File: src/rtl/addcmp_pkg.sv
package addcmp_pkg;
  typedef enum logic [2:0] {
    OP_NONE  = 3'd0,
    OP_ADD   = 3'd1,
    OP_ADDI  = 3'd2,
    OP_CMP   = 3'd3,
    OP_CMPI  = 3'd4,
    OP_MOVPS = 3'd5
  } op_e;

  // bit order is architectural: {SF, CF, OF, ZF}
  typedef struct packed {
    logic sf;
    logic cf;
    logic of;
    logic zf;
  } flags_t;
endpackage

File: src/rtl/addcmp_opsel.sv
module addcmp_opsel
  import addcmp_pkg::*;
#(
  parameter int W      = 32,
  parameter int IMM_W  = 16,
  parameter int AIMM_W = 12
) (
  input  op_e              op_i,
  input  logic             imm_sign_i,
  input  logic [W-1:0]     src_b_i,
  input  logic [IMM_W-1:0] imm_i,
  output logic [W-1:0]     opnd_b_o,
  output logic             is_sub_o
);
  localparam int AEXT = W - AIMM_W;
  localparam int CEXT = W - IMM_W;

  logic [W-1:0] addi_b, cmpi_b;

  assign addi_b = {{AEXT{imm_i[AIMM_W-1] & imm_sign_i}}, imm_i[AIMM_W-1:0]};
  assign cmpi_b = {{CEXT{imm_i[IMM_W-1]}}, imm_i};

  always_comb begin
    opnd_b_o = src_b_i;
    is_sub_o = 1'b0;
    case (op_i)
      OP_ADDI: opnd_b_o = addi_b;
      OP_CMP:  is_sub_o = 1'b1;
      OP_CMPI: begin
        opnd_b_o = cmpi_b;
        is_sub_o = 1'b1;
      end
      default: ;
    endcase
  end
endmodule

File: src/rtl/addcmp_core.sv
module addcmp_core
  import addcmp_pkg::*;
#(
  parameter int W = 32
) (
  input  logic [W-1:0] a_i,
  input  logic [W-1:0] b_i,
  input  logic         is_sub_i,
  input  logic         cin_i,
  output logic [W-1:0] sum_o,
  output flags_t       flags_o
);
  logic [W-1:0] b_eff;
  logic         c0;
  logic [W:0]   ext;

  assign b_eff = is_sub_i ? ~b_i : b_i;
  assign c0    = is_sub_i | cin_i;
  assign ext   = {1'b0, a_i} + {1'b0, b_eff} + {{W{1'b0}}, c0};
  assign sum_o = ext[W-1:0];

  assign flags_o.sf = ext[W-1];
  // subtraction reports borrow: set when a < b unsigned
  assign flags_o.cf = is_sub_i ? ~ext[W] : ext[W];
  assign flags_o.of = (a_i[W-1] == b_eff[W-1]) && (ext[W-1] != a_i[W-1]);
  assign flags_o.zf = (ext[W-1:0] == '0);
endmodule

File: src/rtl/addcmp_status.sv
module addcmp_status
  import addcmp_pkg::*;
(
  input  logic   clk_i,
  input  logic   rst_ni,
  input  logic   we_i,
  input  flags_t d_i,
  output flags_t q_o
);
  always_ff @(posedge clk_i or negedge rst_ni) begin
    if (!rst_ni)   q_o <= '0;
    else if (we_i) q_o <= d_i;
  end
endmodule

File: src/rtl/addcmp_unit.sv
module addcmp_unit
  import addcmp_pkg::*;
#(
  parameter int W      = 32,
  parameter int IMM_W  = 16,
  parameter int AIMM_W = 12
) (
  input  logic             clk_i,
  input  logic             rst_ni,
  input  logic [2:0]       op_i,
  input  logic             cond_pass_i,
  input  logic             carry_en_i,
  input  logic             upd_en_i,
  input  logic             imm_sign_i,
  input  logic [W-1:0]     src_a_i,
  input  logic [W-1:0]     src_b_i,
  input  logic [IMM_W-1:0] imm_i,
  output logic [W-1:0]     result_o,
  output logic             rd_we_o,
  output logic [3:0]       flags_o
);
  op_e          op;
  logic         is_add, is_cmp, is_mov;
  logic [W-1:0] opnd_b;
  logic         is_sub, cin, flag_we;
  flags_t       core_flags, flag_d, flag_q;

  assign op     = op_e'(op_i);
  assign is_add = (op == OP_ADD) || (op == OP_ADDI);
  assign is_cmp = (op == OP_CMP) || (op == OP_CMPI);
  assign is_mov = (op == OP_MOVPS);

  addcmp_opsel #(.W(W), .IMM_W(IMM_W), .AIMM_W(AIMM_W)) u_opsel (
    .op_i      (op),
    .imm_sign_i(imm_sign_i),
    .src_b_i   (src_b_i),
    .imm_i     (imm_i),
    .opnd_b_o  (opnd_b),
    .is_sub_o  (is_sub)
  );

  assign cin = is_add & carry_en_i & flag_q.cf;

  addcmp_core #(.W(W)) u_core (
    .a_i     (src_a_i),
    .b_i     (opnd_b),
    .is_sub_i(is_sub),
    .cin_i   (cin),
    .sum_o   (result_o),
    .flags_o (core_flags)
  );

  assign flag_d  = is_mov ? flags_t'(src_a_i[3:0]) : core_flags;
  assign flag_we = cond_pass_i & ((is_add & upd_en_i) | is_cmp | is_mov);
  assign rd_we_o = cond_pass_i & is_add;

  addcmp_status u_status (
    .clk_i (clk_i),
    .rst_ni(rst_ni),
    .we_i  (flag_we),
    .d_i   (flag_d),
    .q_o   (flag_q)
  );

  assign flags_o = flag_q;
endmodule

File: config.mk
export PLATFORM = sky130hd
export DESIGN_NAME = addcmp_unit
export DESIGN_NICKNAME = d
export VERILOG_FILES = /design/src/rtl/addcmp_pkg.sv /design/src/rtl/addcmp_opsel.sv /design/src/rtl/addcmp_core.sv /design/src/rtl/addcmp_status.sv /design/src/rtl/addcmp_unit.sv
export SDC_FILE = /design/constraint.sdc
export NUM_CORES = 1
export LEC_CHECK = 0
export BUFFER_PORTS_ARGS = -buffer_cell sky130_fd_sc_hd__buf_2
export CORE_ASPECT_RATIO = 1.1
export CORE_MARGIN = 2
export CORE_UTILIZATION = 53
export DETAILED_ROUTE_END_ITERATION = 12
export PLACE_DENSITY = 0.9
export SLEW_MARGIN = 20
export SYNTH_ARGS = -nofsm -noshare
export SYNTH_HDL_FRONTEND = slang
export SYNTH_SLANG_ARGS = --single-unit
File: constraint.sdc
create_clock -name clk_i -period 12.3 [get_ports clk_i]
set_input_delay 0.615 -clock clk_i [delete_from_list [all_inputs] [get_ports clk_i]]
set_output_delay 0.615 -clock clk_i [all_outputs]
set_load 0.05 [all_outputs]
==> out/qor.csv, run 1 <==
metric;value;unit
synthesis.area;2810;um2
fp.dieArea;5900;um2
remaining_drc_errors;0;
synth_top_area_share;13.8;%
drt-vias-per-instance;6.21;
min_path_type;primary input to async pin;
vdd_ir_drop_max;0.110;mV
arrival_time_of_the_worst_setup_path;5010;ps
report.final.setup_viol;0;
timing.final.crit_period;5620;ps
ant_nets;0;
grt_first_pass_wirelength;14100;um
netlist_top_cells_area;ha_1, xor2_1, o21ai_0;
largest_reg_flops;4;
cp_slowest_cell;a21oi_2;
number_of_global_route_vias_before_repair;3159;
synth-seq-cells;4;
postRouteWirelength;8950;um
worst_skew_pair.late_latency;220;ps
status;completed;
synth_most_common_cell;o21ai_0;
avgSynthCellArea;7.11;um2
core-area;5070;um2
worst-endpoint-required;11690;ps
cpLargestDelayFamily;compound AO/OA/AOI/OAI gates;
hold_viol;0;
place.port_buffers;125;
avgRoutedWirePerCell;15.9;um
worstPathMaxFanout;16;
cts_tree;done;
tns;0;ps
critical_path.cell_chain;buf_2, nand2b_1, a21oi_2, buf_4, mux2i_1, xor2_1, inv_1, fa_1, nor2b_1, o2111ai_1, a21oi_1, o21a_4, a21oi_1, a21oi_1, a31oi_1, xnor2_1, buf_2;
floorplan.initialDensity;55.4;%
top_regs;u_status.q_o (4);
synth_seq_area_share;3.56;%
yosys_warnings;0;
syn-instance-count;395;
clock.fmax;178;MHz
maximum_number_of_pins_on_one_net_before_global_route_repair;32;
cts_post_setup_buffers_inserted;0;
min_period_over_period;45.7;%
finClkSkew;2.43;ps
critPathLaunchType;primary input;
layout-area-overhead-vs-synth;24.7;%
ys_top_cells_by_count;o21ai_0, xor2_1, a21oi_1;
drt_pass1_iterations;6;
die_height;80.4;um
maximum_count_of_clock_buffers_along_a_single_path;2;
post-route-cell-area;3500;um2
relSlewSlack;50.2;%
cts.sink_count;4;
nets;630;
drive_above_1_share;28.3;%
cts_h_tree_depth;1;
post_dp_cell_area;3460;um2
setup.worst_path.end_class;output pin;
cts.clk_slew.worst_paths;30;ps
hold_buffers;0;
hold_slack;198;ps
cts_made_buffers;3;
gpl.final_weighted_congestion;0.890;
die_width;73.4;um
timing.critical_path.mode_cell;a21oi_1;
ys_dominant_reg_cell;dfrtp_1;
critical_path_class;primary input to output pin;
max_cap_violations;0;
synthesis.nets;517;
clk_root_buffer_cell;clkbuf_8;
leakage;0.00171;uW
num_io_pins;126;
placement_rows;27;
postCtsResizedCells;0;
track_usage;29.3;%
synth_cell_type_count;63;
timing_max_transition_violations_final;0;
cellPowerDensity;158;nW/um2
antenna_found_initial;0;
vias;3500;
cp_slowest_stage_delay;650;ps
hpwl;7550;um
violation_count_after_the_first_detailed_route_iteration;256;
synthArstFlopShare;100;%
count_of_flip_flops_with_a_built_in_enable_after_synthesis;0;
max_slew.worst_pin.slew;746;ps
grt.overflow.total;0;
grt_setup_unrepaired;no;
cp_num_buf_inv;4;
synthDominantAreaCellType;ha_1;
diodes_inserted;0;
registers.top_by_ff_count;u_status.q_o;
==> per-layer routing <==
| layer | routed length [um] | track usage (%) |
|---|---|---|
| met1 | 3590 | 36.2 |
| met2 | 4540 | 53.4 |
| met3 | 659 | 3.14 |
| met4 | 153 | 7.27 |
| met5 | 0 | 0 |
==> through the flow <==
stage,setup WS [ps],power (uW),util [%],std cells
after global placement,6880,513,68.3,561
after global routing,6200,587,69.1,564
after detailed placement,6730,519,68.3,561
after floorplan,6540,407,-,395
after CTS,6730,548,69.1,564
final,6680,553,69.1,564
==> worst paths after layout <==
kind	end	start	depth (start not counted)	slack [ps]
min in group clk_i	u_status.q_o[3]	u_status.q_o[3]	2	480
worst min register to register	u_status.q_o[3]	u_status.q_o[3]	2	480
worst max register to register	u_status.q_o[0]	u_status.q_o[2]	16	7990
worst max-delay path	result_o[30]	op_i[2]	17	6680
max in group asynchronous	u_status.q_o[3]	rst_ni	1	11980
worst min-delay path	u_status.q_o[1]	rst_ni	1	200
==> power by group <==
group / switching [uW] / leakage [uW] / internal (uW)
Combinational: 358 / 0.00164 / 149
Sequential: 1.76 / 0.0000511 / 16.7
Clock: 6.59 / 0.0000216 / 20.8
Total: 366 / 0.00171 / 187
==> cell type report <==
type	count	area, um2
Tap cell	58	72.6
Timing Repair Buffer	127	641
Sequential cell	4	100
Multi-Input combinational cell	356	2590
Fill cell	461	1570
Clock buffer	3	41.3
Inverter	16	60.1
==> cell usage in the layout (no fill, tap or decap), types with 5 or more instances in the layout <==
cell	synthesis	routed
and3_1	5	5
nor3_1	5	5
nand2_1	27	27
inv_1	15	15
xor2_1	33	33
o21ai_1	6	6
o21ai_0	40	40
o21a_1	7	7
o2111ai_1	5	5
a21o_1	15	15
ha_1	31	31
nor2_1	21	21
nand4_1	8	8
nor2b_1	6	6
buf_2	3	125
a21oi_1	32	30
a211oi_1	5	5
and2_1	8	8
xnor2_1	21	21
a31oi_1	6	6
mux2i_1	14	14
==> logic make-up (layout without fill, tap and decap cells) <==
group | after synthesis | in the layout | synth area share, %
mux | 15 | 15 | 5.39
buf+inv | 35 | 146 | 4.85
flops | 4 | 4 | 3.56
xor+xnor | 54 | 54 | 16.8
compound gates | 148 | 148 | 34.2
simple gates | 105 | 105 | 19.6
fa+ha+maj | 34 | 34 | 15.6
Note: power is estimated with default switching activity, not from simulation.
==> run 2: changes to the inputs <==
Settings changed: CORE_UTILIZATION 53 to 49, PLACE_DENSITY 0.9 to 0.84.
Clock period 12.3 ns to 5.6 ns, I/O delays scaled along.
==> out/qor.csv, run 2 (synthesized netlist as in run 1, its figures left out) <==
metric;value;unit
status;completed;
timing.final.crit_period;4790;ps
proportion_of_power_drawn_by_flip_flops_and_latches;3.4;%
critical_path_class;primary input to output pin;
max_cap_violations;0;
pwr-share-clk;5.4;%
drive_above_1_share;28.5;%
finalWorstSetupSlack;810;ps
finClkSkew;2.51;ps
arrival_time_of_the_worst_setup_path;4510;ps
gpl.final_weighted_congestion;0.922;
vdd_ir_drop_max;0.255;mV
worst_r2r_path_depth;16;
cts_h_tree_depth;1;
layout_common_cells;buf_2, o21ai_0, xor2_1;
track_usage;27.6;%
dp_slack;660;ps
hold_slack;395;ps
leakage;0.00172;uW
setup.worst_path.end_class;output pin;
worstPathMaxFanout;17;
power;1220;uW
max_slew.worst_pin.slew;619;ps
post-route-cell-area;3550;um2
placement_rows;28;
cts_tree;done;
timing_max_transition_violations_final;0;
fillers;535;
ant_nets;0;
grt_first_pass_wirelength;14800;um
drt-vias-per-instance;5.85;
report.final.setup_viol;0;
registers.top_by_ff_count;u_status.q_o;
avgRoutedWirePerCell;15.5;um
relSlewSlack;58.6;%
drt_pass1_iterations;5;
cts.sink_count;4;
postCtsResizedCells;0;
worst-endpoint-required;5320;ps
violation_count_after_the_first_detailed_route_iteration;140;
place.port_buffers;125;
maximum_number_of_pins_on_one_net_before_global_route_repair;18;
min_path_type;primary input to async pin;
vias;3419;
grt.overflow.total;0;
cts_made_buffers;3;
floorplan.initialDensity;51.4;%
fp.dieArea;6360;um2
layout_commonest_cell;buf_2;
critPathLaunchType;primary input;
hpwl;7730;um
die_height;83.4;um
maximum_count_of_clock_buffers_along_a_single_path;2;
remaining_drc_errors;0;
hold_buffers;1;
layout-area-overhead-vs-synth;26.3;%
reg2reg_from;u_status.q_o[2];
cts.clk_slew.worst_paths;40;ps
power.internal;412;uW
diodes_inserted;0;
nets;633;
post_dp_cell_area;3500;um2
cellPowerDensity;343;nW/um2
postRouteWirelength;9060;um
min_period_over_period;85.5;%
core-area;5470;um2
power.switching;805;uW
worst_skew_pair.late_latency;230;ps
top_regs;u_status.q_o (4);
cts_post_setup_buffers_inserted;0;
tns;0;ps
clock.fmax;209;MHz
switching_power_as_a_share_of_total_power;66.1;%
clk_root_buffer_cell;clkbuf_8;
grt_setup_unrepaired;no;
die_width;76.2;um
share_comb_of_total_power;91.2;%
num_io_pins;126;
hold_viol;0;
antenna_found_initial;0;
worstSetupStartpoint;op_i[2];
number_of_global_route_vias_before_repair;3322;
largest_reg_flops;4;
==> run 2: power by group through the flow <==
stage          clock network, uW  registers [uW]  logic [uW]
5_1_grt                     68.7            41.9        1180
3_3_place_gp                   0            41.5        1090
3_5_place_dp                   0            41.1        1100
6_report                    66.3            41.1        1110
4_1_cts                     67.7            41.0        1110
2_1_floorplan                  0            67.7         826
==> run 2: final timing paths <==
kind	to	slack, ps
setup / recovery	result_o[31]	810
hold / removal	u_status.q_o[3]	390
setup reg to reg	u_status.q_o[0]	1240
hold reg to reg	u_status.q_o[1]	500
max in group asynchronous	u_status.q_o[1]	5080
min in group clk_i	u_status.q_o[3]	410
==> run 2: cell type report <==
| type | count | area, um2 | area share [%] |
|---|---|---|---|
| repair buffers | 130 | 666 | 18.8 |
| multi-input cells | 356 | 2590 | 72.9 |
| flip-flops and latches | 4 | 100 | 2.82 |
| clock buffers | 3 | 41.3 | 1.16 |
| inverters | 16 | 60.1 | 1.69 |
| well taps | 75 | 93.8 | 2.64 |
==> run 2: per-layer routing <==
metal | global-route usage (%) | wire, um
met4 | 6.12 | 127
met2 | 51.7 | 4520
met5 | 0 | 0
met3 | 3.48 | 500
met1 | 33.4 | 3920
==> run 2: critical path: stages <==
cell and delay [ps]:
buf_2 170, nand2b_1 270, nor2_1 130, nand3_1 150, nand3_1 510, o21ai_0 220, xor2_1 190, ha_1 390
a21oi_1 220, o21ai_1 120, a2111oi_1 390, nor2_1 140, o31ai_1 320, a21oi_1 120, nor3_1 340, xnor2_1 220
buf_2 320
==> run 2: per-stage QoR <==
step | utilization [%] | cells
after floorplan | - | 395
after global placement | 64.0 | 580
after detailed placement | 64.0 | 580
after CTS | 64.9 | 584
after global routing | 64.9 | 584
final | 64.9 | 584
